$ cat config.mk
export PLATFORM = sky130hd
export DESIGN_NAME = freq_meter_ctrl
export DESIGN_NICKNAME = d
export VERILOG_FILES = /design/src/rtl/fmc_pkg.sv /design/src/rtl/fmc_regs.sv /design/src/rtl/fmc_interval.sv /design/src/rtl/fmc_edge_cnt.sv /design/src/rtl/freq_meter_ctrl.sv
export SDC_FILE = /design/constraint.sdc
export NUM_CORES = 1
export LEC_CHECK = 0
export BUFFER_PORTS_ARGS = -buffer_cell sky130_fd_sc_hd__buf_2
export CELL_PAD_IN_SITES_DETAIL_PLACEMENT = 1
export CELL_PAD_IN_SITES_GLOBAL_PLACEMENT = 1
export CORE_MARGIN = 4
export CORE_UTILIZATION = 25
export DETAILED_ROUTE_END_ITERATION = 10
export PLACE_DENSITY = 0.52
export RECOVER_POWER = 25
export SETUP_SLACK_MARGIN = 0.1
export SYNTH_ARGS = -nofsm -noshare
export SYNTH_HDL_FRONTEND = slang
export SYNTH_HIERARCHICAL = 1
export SYNTH_SLANG_ARGS = --single-unit
export TNS_END_PERCENT = 20
$ cat constraint.sdc
create_clock -name clk -period 6.8 [get_ports clk]
set_clock_uncertainty 0.2 [all_clocks]
set_input_delay 0.68 -clock clk [delete_from_list [all_inputs] [get_ports clk]]
set_output_delay 0.68 -clock clk [all_outputs]
set_load 0.03 [all_outputs]
$ cat src/rtl/fmc_pkg.sv
package fmc_pkg;

  localparam int NUM_REF = 5;
  localparam int REF_IW  = 3;

  typedef enum logic [2:0] {
    MODE_OFF   = 3'b000,
    MODE_GPIO  = 3'b001,
    MODE_OSC   = 3'b010,
    MODE_SYS   = 3'b011,
    MODE_XTAL  = 3'b100,
    MODE_RSV_A = 3'b101,
    MODE_SLEEP = 3'b110,
    MODE_RSV_B = 3'b111
  } fmc_mode_e;

  // Modes that name a real reference source
  function automatic logic mode_valid(input logic [2:0] m);
    case (m)
      MODE_GPIO, MODE_OSC, MODE_SYS, MODE_XTAL, MODE_SLEEP: return 1'b1;
      default: return 1'b0;
    endcase
  endfunction

  // Position of the selected reference in the strobe vector
  function automatic logic [REF_IW-1:0] ref_index(input logic [2:0] m);
    case (m)
      MODE_GPIO:  return 3'd0;
      MODE_OSC:   return 3'd1;
      MODE_SYS:   return 3'd2;
      MODE_XTAL:  return 3'd3;
      MODE_SLEEP: return 3'd4;
      default:    return 3'd0;
    endcase
  endfunction

endpackage

$ cat src/rtl/fmc_regs.sv
module fmc_regs
  import fmc_pkg::*;
(
  input  logic       clk,
  input  logic       rst_n,
  input  logic       wr_en,
  input  logic [7:0] wr_data,
  input  logic       done_set,
  input  logic       busy,
  output logic [2:0] mode,
  output logic       src_sel,
  output logic       start,
  output logic       done,
  output logic [7:0] rd_data
);

  localparam int B_DONE = 7;
  localparam int B_BUSY = 6;
  localparam int B_SEL  = 5;

  logic [2:0] mode_q;
  logic       sel_q;
  logic       done_q;

  // Start only when the byte being written carries a usable mode
  assign start = wr_en && wr_data[B_BUSY] && mode_valid(wr_data[2:0]);

  always_ff @(posedge clk or negedge rst_n) begin
    if (!rst_n) begin
      mode_q <= 3'b000;
      sel_q  <= 1'b0;
    end else if (wr_en) begin
      mode_q <= wr_data[2:0];
      sel_q  <= wr_data[B_SEL];
    end
  end

  // Priority: hardware set, then start clear, then software value
  always_ff @(posedge clk or negedge rst_n) begin
    if (!rst_n)        done_q <= 1'b0;
    else if (done_set) done_q <= 1'b1;
    else if (start)    done_q <= 1'b0;
    else if (wr_en)    done_q <= wr_data[B_DONE];
  end

  assign mode    = mode_q;
  assign src_sel = sel_q;
  assign done    = done_q;
  assign rd_data = {done_q, busy, sel_q, 2'b00, mode_q};

  a_r7_hw_set_wins: assert property (@(posedge clk) disable iff (!rst_n)
    done_set |=> done_q);

  a_r6_start_clears_done: assert property (@(posedge clk) disable iff (!rst_n)
    (start && !done_set) |=> !done_q);

  a_r7_sw_write_done: assert property (@(posedge clk) disable iff (!rst_n)
    (wr_en && !start && !done_set) |=> (done_q == $past(wr_data[B_DONE])));

endmodule

$ cat src/rtl/fmc_interval.sv
module fmc_interval
  import fmc_pkg::*;
#(
  parameter int INTERVAL = 256
) (
  input  logic               clk,
  input  logic               rst_n,
  input  logic               start,
  input  logic [2:0]         mode,
  input  logic [NUM_REF-1:0] ref_stb,
  output logic               busy,
  output logic               finish
);

  localparam int IW = $clog2(INTERVAL + 1);
  localparam logic [IW-1:0] LAST = IW'(INTERVAL - 1);

  logic [NUM_REF-1:0] hit_vec;
  logic               ref_hit;
  logic [IW-1:0]      cnt_q;
  logic               busy_q;

  genvar g;
  generate
    for (g = 0; g < NUM_REF; g++) begin : g_ref_mux
      assign hit_vec[g] = ref_stb[g] && mode_valid(mode) &&
                          (ref_index(mode) == REF_IW'(g));
    end
  endgenerate

  assign ref_hit = busy_q && (|hit_vec);
  assign finish  = ref_hit && (cnt_q == LAST) && !start;

  always_ff @(posedge clk or negedge rst_n) begin
    if (!rst_n) begin
      busy_q <= 1'b0;
      cnt_q  <= '0;
    end else if (start) begin
      busy_q <= 1'b1;
      cnt_q  <= '0;
    end else if (finish) begin
      busy_q <= 1'b0;
      cnt_q  <= '0;
    end else if (ref_hit) begin
      cnt_q  <= cnt_q + 1'b1;
    end
  end

  assign busy = busy_q;

  a_r5_start_arms: assert property (@(posedge clk) disable iff (!rst_n)
    start |=> (busy_q && cnt_q == '0));

  a_r10_busy_needs_start: assert property (@(posedge clk) disable iff (!rst_n)
    (!busy_q && !start) |=> !busy_q);

  a_r2_count_bounded: assert property (@(posedge clk) disable iff (!rst_n)
    busy_q |-> (cnt_q <= LAST));

endmodule

$ cat src/rtl/fmc_edge_cnt.sv
module fmc_edge_cnt #(
  parameter int CNT_W = 10
) (
  input  logic             clk,
  input  logic             rst_n,
  input  logic             clear,
  input  logic             inc,
  input  logic             latch,
  output logic [CNT_W-1:0] result
);

  localparam logic [CNT_W-1:0] MAXV = '1;

  logic [CNT_W-1:0] cnt_q;
  logic [CNT_W-1:0] cnt_nx;
  logic [CNT_W-1:0] res_q;

  // Saturating increment
  assign cnt_nx = (inc && cnt_q != MAXV) ? cnt_q + 1'b1 : cnt_q;

  always_ff @(posedge clk or negedge rst_n) begin
    if (!rst_n)     cnt_q <= '0;
    else if (clear) cnt_q <= '0;
    else            cnt_q <= cnt_nx;
  end

  always_ff @(posedge clk or negedge rst_n) begin
    if (!rst_n)     res_q <= '0;
    else if (latch) res_q <= cnt_nx;
  end

  assign result = res_q;

  a_r11_saturates: assert property (@(posedge clk) disable iff (!rst_n)
    (!clear && cnt_q == MAXV) |=> (cnt_q == MAXV));

  a_r2_result_holds: assert property (@(posedge clk) disable iff (!rst_n)
    !latch |=> $stable(res_q));

endmodule

$ cat src/rtl/freq_meter_ctrl.sv
module freq_meter_ctrl
  import fmc_pkg::*;
#(
  parameter int INTERVAL = 256,
  parameter int CNT_W    = 10
) (
  input  logic             clk,
  input  logic             rst_n,
  input  logic             reg_wr_en,
  input  logic [7:0]       reg_wr_data,
  output logic [7:0]       reg_rd_data,
  input  logic [4:0]       ref_stb,
  input  logic             lc_stb,
  input  logic             div_stb,
  output logic             lc_en,
  output logic             div_en,
  output logic [CNT_W-1:0] meas_result,
  output logic             irq
);

  logic [2:0] mode;
  logic       src_sel;
  logic       start;
  logic       done;
  logic       busy;
  logic       finish;
  logic       meas_hit;
  logic       src_on;

  fmc_regs u_regs (
    .clk      (clk),
    .rst_n    (rst_n),
    .wr_en    (reg_wr_en),
    .wr_data  (reg_wr_data),
    .done_set (finish),
    .busy     (busy),
    .mode     (mode),
    .src_sel  (src_sel),
    .start    (start),
    .done     (done),
    .rd_data  (reg_rd_data)
  );

  fmc_interval #(.INTERVAL(INTERVAL)) u_interval (
    .clk     (clk),
    .rst_n   (rst_n),
    .start   (start),
    .mode    (mode),
    .ref_stb (ref_stb),
    .busy    (busy),
    .finish  (finish)
  );

  assign src_on   = (mode != MODE_OFF);
  assign lc_en    = src_on && !src_sel;
  assign div_en   = src_on &&  src_sel;
  assign meas_hit = busy && ((lc_en && lc_stb) || (div_en && div_stb));

  fmc_edge_cnt #(.CNT_W(CNT_W)) u_edges (
    .clk    (clk),
    .rst_n  (rst_n),
    .clear  (start),
    .inc    (meas_hit),
    .latch  (finish),
    .result (meas_result)
  );

  assign irq = done;

  a_r4_fall_sets_irq: assert property (@(posedge clk) disable iff (!rst_n)
    $fell(busy) |-> irq);

  a_r8_single_source: assert property (@(posedge clk) disable iff (!rst_n)
    $onehot0({lc_en, div_en}));

endmodule

## Yosys cells after proc, flatten, opt, wreduce, memory -nomap -nowiden

Index checks and enable logic that the tools add are counted.

- Flip-flop bits (word level): 35
- Input port bits: 18
- Output and inout port bits: 21
- Word-level logic and storage cells: 70

- Add/subtract/negate cells: 2
- Equal/unequal tests: 16
- Muxes and demuxes: 13
- Reduce and logical (&&, ||, !) cells: 32

Operators by type and width:

| kind | number |
|---|---|
| 2-to-1 mux 9 bit | 3 |
| logical AND 1 bit | 21 |
| 2-to-1 mux 10 bit | 2 |
| == test 3 x 2 -> 1 bit, second input constant | 6 |
| == test 3 bit, second input constant | 5 |
| OR reduction 5 bit | 3 |
| one-hot mux 3 bit (4 select lines) | 1 |
| adder 10 x 1 -> 10 bit, second input constant | 1 |
| != test 10 bit, second input constant | 1 |
| adder 9 x 1 -> 9 bit, second input constant | 1 |
| == test 3 x 1 -> 1 bit, second input constant | 3 |
| == test 9 x 8 -> 1 bit, second input constant | 1 |
| nonzero test 3 bit | 3 |
| 2-to-1 mux 1 bit | 7 |
| logical NOT 3 bit | 1 |
| logical NOT 1 bit | 2 |
| nonzero test 2 bit | 1 |
| logical OR 1 bit | 1 |

## Logic depth before layout (Yosys ltp)

Gate-level depths: netlist of the first run.

- Depth after elaboration: 11
- Mapped depth: 11
- Depth with buffers taken out: 9

## Cells and area by module

The synthesis of the first run kept the hierarchy.

Modules (own cells, without submodules):

| module | instances | cells each | area an instance (sq um) | seq. area each (sq um) |
|---|---|---|---|---|
| fmc_edge_cnt | 1 | 105 | 1,112.3 | 500.5 |
| fmc_interval | 1 | 73 | 675.6 | 250.2 |
| fmc_regs | 1 | 26 | 291.5 | 125.1 |
| freq_meter_ctrl | 1 | 5 | 42.5 | 0.0 |

## Worst setup path before layout of the first run

OpenSTA, ideal clock, no wires.

- Path type: input port to flip-flop
- Start point: in ref_stb[0]
- End point: reg u_edges.res_q[5] (netlist: u_edges/result[5])
- Setup time: 0.095 ns
- Arrival time: 2.324 ns
- Data required time: 6.505 ns
- Path slack: 4.180 ns
- Stages on the path: 7
- Path buffers: 1
- Cells stage by stage: a21oi_1 > o32ai_2 > nand4_1 > nor2_1 > inv_1 > buf_1 > o31ai_1

- Cells in the longest elaborated chain, start to end: 6

RTL lines:

| what | line | text |
|---|---|---|
| from (decl) | freq_meter_ctrl.sv:12 | `input logic [4:0] ref_stb,` |
| logical AND 1 bit (2 in series) | fmc_interval.sv:26 | `assign hit_vec[g] = ref_stb[g] && mode_valid(mode) &&` |
| OR reduction 5 bit | fmc_interval.sv:31 | `assign ref_hit = busy_q && (\|hit_vec);` |
| logical AND 1 bit | fmc_interval.sv:31 |  |
| logical AND 1 bit (2 in series) | fmc_interval.sv:32 | `assign finish = ref_hit && (cnt_q == LAST) && !start;` |
| net finish | freq_meter_ctrl.sv:26 | `logic finish;` |
| to (signal assigned) | fmc_edge_cnt.sv:29 | `else if (latch) res_q <= cnt_nx;` |
| to (decl) | fmc_edge_cnt.sv:16 | `logic [CNT_W-1:0] res_q;` |

The timed path passes the listed nets, and every way through them passes these cells.
A chain may end at the register's enable or synchronous reset.

## Worst setup path after layout of the first run

- Start point: reg u_interval.cnt_q[1]
- End point: reg u_edges.res_q[7] (netlist: u_edges/result[7])

- Cells in the longest elaborated chain, start to end: 3

RTL lines:

| what | line | text |
|---|---|---|
| from (decl) | fmc_interval.sv:20 | `logic [IW-1:0] cnt_q;` |
| from (signal assigned) | fmc_interval.sv:45 | `cnt_q <= cnt_q + 1'b1;` |
| == test 9 x 8 -> 1 bit | fmc_interval.sv:32 |  |
| logical AND 1 bit (2 in series) | fmc_interval.sv:32 |  |
| net finish | freq_meter_ctrl.sv:26 |  |

The timed path passes the listed nets, and every way through them passes these cells.

==> impl_metrics.ini, run 1 <==
[clocking]
htreeDepth = 2
cts_hold_buffers = 0
clock-root-buffer = clkbuf_8
ctsResizeCount = 0
cts.reportedPaths.clkPinSlew_ns = 0.07
cts_setup_buffers = 0
clock_path_buffers = 2
insertion_delay_ns = 0.29
numCtsBuffers = 5
cts_sinks = 35
cts_tree = done

[route]
ant_nets = 0
wl_um = 5520
drc = 0
via_per_inst = 5.20
num_vias = 1762
firstDrtPassIters = 4
first_iter_violations = 69
wl_per_cell_um = 16.3

[synthesis]
async_reset_ff_share_pct = 100
avgSynthCellArea_um2 = 10.2
synth_edf_count = 0
seq_area_frac_synth_pct = 41.3
ys_warn_count = 6
netlist_instances = 209
synth_top_flop_cell = dfrtp_1
syn_area_mm2 = 0.00212
synth_cell_types = 52
synth.ff_latch_count = 35

[finish]
final_core_util_pct = 29.2
drive_gt1_share_pct = 27.4
layout_commonest_cell = dfrtp_1
area_delta_synth_final_pct = 13.2
fin_nets = 254
final_cell_mix = dfrtp_1 (35), buf_2 (32), nand2_1 (14), inv_1 (11), nor2_1 (10)
design_area_mm2 = 0.00240
antenna_cells = 0

[timing]
maxSlewViolCount = 36
max_slew_margin_pct = -31.0
rsz0062_at_grt = no
tightestPinTransition_ns = 1.96
fin_ws_ns = 3.71
max_freq_mhz = 324
min_period_over_period_pct = 45.4
setup_viol = 0
tns_ns = 0
hold_viol = 0
period_minus_slack_ns = 3.09

[placement]
post_dp_cell_area_mm2 = 0.00230
hpwlAfterDp_um = 3790
port_buffers = 34
place_ws_ns = 3.45
globalplace.congestion = 0.714

[floorplan]
die_w_um = 100
die-area_mm2 = 0.0100
core_area_mm2 = 0.00822
num_rows = 33
start_util_pct = 25.8
die_h_um = 100
pin_count = 39

[grt]
antenna_found_initial = 0
grt_pass1_vias = 1852
grt_pass1_wl_um = 9200
grt_max_degree = 36
grt-ovfl-total = 0
gr-usage-all-layers_pct = 11.5

[status]
violations = max-capacitance violations, max-slew violations
status = complete, but fails checks

[setup_path]
rr_worst_depth = 8
endpoint_kind = flip-flop
cp_data_arrival_time_ns = 3.08
crit_path_start_kind = flip-flop
path_class = reg -> reg
cp.required_ns = 6.79
path_max_fanout = 15

[run]
drv_cap = 1

[pwr]
leakage_nw = 0.979
vdd_drop_max_uv = 95.0
pwr_density_cell_mw_per_mm2 = 228

[min_path]
hp-class = reg -> reg
min_path_cells = 2
==> metrics by stage <==
step	power, mW	hold slack [ns]	std cells
after floorplan	0.352	0.184	210
after global placement	0.382	0.266	331
after detailed placement	0.384	0.270	331
after CTS	0.561	0.289	339
after global routing	0.586	0.306	339
final	0.548	0.284	339
==> where the power goes <==
group | switching [mW] | leakage (nW) | internal (mW)
logic | 0.0676 | 0.461 | 0.0497
clock network | 0.0762 | 0.0515 | 0.0925
registers | 0.0333 | 0.467 | 0.228
total | 0.177 | 0.979 | 0.371
==> worst paths after layout <==
| check | startpoint | to | slack [ns] |
|---|---|---|---|
| worst max register to register | u_interval/cnt_q[1] | u_edges/result[7] | 3.71 |
| min in group asynchronous | rst_n | u_interval/cnt_q[7] | 0.72 |
| worst min-delay path | u_edges/result[5] | u_edges/result[5] | 0.28 |
| worst max-delay path | u_interval/cnt_q[1] | u_edges/result[7] | 3.71 |
| worst min register to register | u_edges/result[5] | u_edges/result[5] | 0.28 |
| max in group asynchronous | rst_n | u_edges/result[2] | 4.54 |
==> cell type report <==
cell class | instances | area, µm²
multi-input combinational | 145 | 1080
inverter | 11 | 41.3
fill | 959 | 5810
tap | 105 | 131
sequential | 35 | 876
timing repair buffer | 35 | 175
clock buffer | 8 | 100
==> worst max-delay path, cell delays in order (launching register included) <==
cell and delay [ns]:
dfrtp_1 0.40, ha_1 0.26, nand3_1 0.09, nor2_1 0.12, ha_1 0.43, nand4_1 0.18
nor2_1 0.52, inv_1 0.43, o31ai_1 0.34
==> flip-flops by register name, indices dropped and copies added (netlist names) <==
register / count
u_edges/cnt_q: 10
u_interval/cnt_q: 9
u_regs/src_sel: 1
u_regs/mode: 3
u_regs/done: 1
u_edges/result: 10
u_interval/busy: 1
==> per-layer routing <==
layer	GRT usage (%)	share of wire, %	vias to the layer above
met3	2.78	3.5	6
met1	14.6	48	892
li1	-	-	841
met2	19.6	48	23
met5	0	0	-
met4	2.80	0.80	0
==> Yosys cell counts, drive strengths merged (3+ instances only) <==
cell     instances  share of area [%]
a21oi            9                2.1
a311oi           3                1.8
a31o             3                1.2
a31oi            7                2.8
a32o             6                2.8
and3             6                2.0
and4             3                1.2
buf             16                5.6
clkbuf           3               0.53
dfrtp           35                 41
ha               3                1.8
inv             11                1.9
mux2             5                2.8
nand2           15                2.8
nand3            5                1.2
nand4            8                2.7
nor2            10                1.8
nor2b            7                2.1
nor3            11                3.1
nor3b            3                1.3
nor4             5                1.8
o2111ai          5                2.1
o21ai            3               0.71
o31ai            9                3.4
==> logic make-up (layout without fill, tap and decap cells) <==
kind of cell	after synthesis	after routing	share of synthesized area (%)
other cells	1	2	0.177
flops	35	35	41.3
fa+ha+maj	3	3	1.77
buf+inv	30	54	8.08
compound gates	57	57	24.3
mux	6	6	3.30
simple gates	77	77	21.1
(Power assumes the default switching activity.)
==> run 2: changes to the inputs <==
--- a/config.mk
+++ b/config.mk
@@ -5,13 +5,14 @@
 export SDC_FILE = /design/constraint.sdc
 export NUM_CORES = 1
 export LEC_CHECK = 0
+export ABC_AREA = 1
 export BUFFER_PORTS_ARGS = -buffer_cell sky130_fd_sc_hd__buf_2
 export CELL_PAD_IN_SITES_DETAIL_PLACEMENT = 1
 export CELL_PAD_IN_SITES_GLOBAL_PLACEMENT = 1
 export CORE_MARGIN = 4
 export CORE_UTILIZATION = 25
 export DETAILED_ROUTE_END_ITERATION = 10
-export PLACE_DENSITY = 0.52
+export PLACE_DENSITY = 0.55
 export RECOVER_POWER = 25
 export SETUP_SLACK_MARGIN = 0.1
 export SYNTH_ARGS = -nofsm -noshare
==> constraint.sdc (replaced) <==
create_clock -name clk -period 3.1 [get_ports clk]
set_clock_uncertainty 0.2 [all_clocks]
set_input_delay 0.31 -clock clk [delete_from_list [all_inputs] [get_ports clk]]
set_output_delay 0.31 -clock clk [all_outputs]
set_load 0.03 [all_outputs]
==> run 2 against run 1 <==
Net effect: the run now ends clean; worst setup slack worse by 2.9 ns; first-iteration DRC count down 41%; final area down 0.89%; combinational power up 100%; critical path depth up 1; total power up 110%; global-route usage down 0.054 points; via count up 4.9%; area after synthesis down 1.8%; non-clock buffer count up 2; synthesized cell count up 36%.
==> impl_metrics.ini, run 2 <==
[timing]
max_slew_margin_pct = 44.3
setup_viol = 0
whs_ns = 0.0298
maxSlewViolCount = 0
hold_viol = 0
min_period_over_period_pct = 73.9
rsz0062_at_grt = no
period_minus_slack_ns = 2.29
tightestPinTransition_ns = 0.836
max_freq_mhz = 436
tns_ns = 0

[placement]
hpwlAfterDp_um = 3730
dp_cells = 414
post_dp_cell_area_mm2 = 0.00231
port_buffers = 34
globalplace.congestion = 0.789

[setup_path]
cp.required_ns = 3.07
cp_data_arrival_time_ns = 2.26
crit_path_start = u_interval/cnt_q[0]
path_class = reg -> reg
rr_worst_depth = 9
cp_slowest_cell = dfrtp_1
r2r_slack_ns = 0.81
r2r-end = u_edges/result[8]
path_cells = ha_1, nand2_1, nor4_1, ha_1, nand2_2, nor2_1, inv_1, nand2_1, o21ai_2
endpoint_kind = flip-flop
r2r-start = u_interval/cnt_q[0]
endpoint = u_edges/result[8]
slowest_delay_ns = 0.41
crit_path_start_kind = flip-flop
path_max_fanout = 11

[finish]
instances_no_fill = 423
area_delta_synth_final_pct = 14.3
drive_gt1_share_pct = 14.5
fin_nets = 338
antenna_cells = 0
final_cell_mix = nand2_1 (107), inv_1 (38), dfrtp_1 (35), nand3_1 (21)
design_area_mm2 = 0.00238
layout_commonest_cell = nand2_1

[pwr]
vdd_drop_max_uv = 171
p_sw_share_pct = 34.5
combPwrFrac_pct = 21.3
leakage_nw = 1.32
pwr_density_cell_mw_per_mm2 = 472
pwr-share-seq_pct = 49.1
pwr-share-clk_pct = 29.6
p_int_mw = 0.737
p_switching_mw = 0.387

[synthesis]
avgSynthCellArea_um2 = 7.31
syn_area_mm2 = 0.00208
synth_edf_count = 0
synth_area_leaders = dfrtp_1 (42%), nand2_1 (19%), inv_1 (6.8%)
yosysTopAreaCellShare_pct = 42.0
synth.largest_area_cell = dfrtp_1
netlist_instances = 285
synth_cell_types = 30
ys_warn_count = 6
synth_top_flop_cell = dfrtp_1
seq_area_frac_synth_pct = 42.0
ys_top_cells_by_count = nand2_1 (107), inv_1 (38), dfrtp_1 (35)
synth_most_common_cell = nand2_1
async_reset_ff_share_pct = 100
synth.ff_latch_count = 35

[floorplan]
start_util_pct = 25.5
die_h_um = 99.3
die-area_mm2 = 0.00986
core_area_mm2 = 0.00818
pin_count = 39
num_rows = 33
die_w_um = 99.3

[min_path]
min_path_cells = 3
hp-class = in -> reg

[grt]
grt_max_degree = 36
gr-usage-all-layers_pct = 11.4
grt-ovfl-total = 0
grt_pass1_vias = 1974
grt_pass1_wl_um = 9200
antenna_found_initial = 0

[route]
ant_nets = 0
wl_um = 5150
first_iter_violations = 41
drc = 0
via_per_inst = 4.37
num_vias = 1848
wl_per_cell_um = 12.2
firstDrtPassIters = 4

[run]
drv_cap = 0

[clocking]
htreeDepth = 2
cts_tree = done
cts.reportedPaths.clkPinSlew_ns = 0.08
insertion_delay_ns = 0.29
cts_sinks = 35
clock_path_buffers = 2
clock-root-buffer = clkbuf_8
numCtsBuffers = 5
ctsResizeCount = 0

[status]
status = finished clean
-- run 2: cell types whose count changed after synthesis, moves of 6 or more --
cell     change
nand3_1     +16
nor2_1       +7
o31ai_1      -8
a32o_1       -6
nor2b_1      -7
nand2_1     +93
inv_1       +27
a31oi_1      -6
-- run 2: through the flow --
stage / worst slack [ns] / util (%) / total power, mW
finish: 0.808 / 29.1 / 1.12
global route: 0.477 / 29.1 / 1.20
detailed placement: 0.755 / 28.2 / 0.805
global placement: 0.806 / 28.2 / 0.798
CTS: 0.741 / 29.4 / 1.15
floorplan: 0.877 / - / 0.741
-- run 2: area by class of cell --
cell class | instances | area, µm²
inverters | 41 | 170
multi-input cells | 197 | 946
well taps | 105 | 131
clock inverters | 3 | 15.0
flip-flops and latches | 35 | 876
repair buffers | 37 | 174
clock buffers | 5 | 68.8
fillers | 1039 | 5790
-- run 2: worst min path at each step --
stage	endpoint	from
final	u_regs/src_sel	reg_wr_data[5]
after global routing	u_regs/src_sel	reg_wr_data[5]
after CTS	u_regs/src_sel	reg_wr_data[5]
after detailed placement	u_edges/result[1]	u_edges/result[1]
after global placement	u_interval/cnt_q[0]	rst_n
after floorplan	u_edges/cnt_q[0]	rst_n
-- run 2: per-layer routing --
metal / routed length, µm / GRT usage (%)
met1: 2420 / 14.6
met2: 2550 / 19.5
met3: 111 / 2.17
met4: 71 / 3.47
met5: 0 / 0
-- run 2: logic make-up after synthesis --
| kind of cell | Yosys count | synth area share, % |
|---|---|---|
| buffers and inverters | 54 | 12.7 |
| flip-flops | 35 | 42.0 |
| other | 1 | 0.180 |
| AND/OR/NAND/NOR | 178 | 38.8 |
| XOR/XNOR | 4 | 1.68 |
| adder cells (fa/ha/maj) | 3 | 1.80 |
| AO/OA/AOI/OAI | 10 | 2.76 |
-- run 2: critical path, delay by kind of cell, from the launching register on --
| kind | cells | cell delay (ns) |
|---|---|---|
| flops | 1 | 0.41 |
| fa+ha+maj | 2 | 0.53 |
| simple gates | 5 | 0.75 |
| compound gates | 1 | 0.05 |
| buf+inv | 1 | 0.23 |
-- run 2: timing repair --
item	in CTS	in global routing
endpoints found under the hold margin	35	0
hold buffers	1	0
setup buffers	0	0
-- run 2: power by group through the flow --
stage	clock (mW)	combinational [mW]	sequential [mW]
floorplan	0	0.192	0.549
global placement	0	0.238	0.559
detailed placement	0	0.245	0.560
CTS	0.351	0.246	0.551
global route	0.369	0.275	0.560
finish	0.333	0.239	0.552
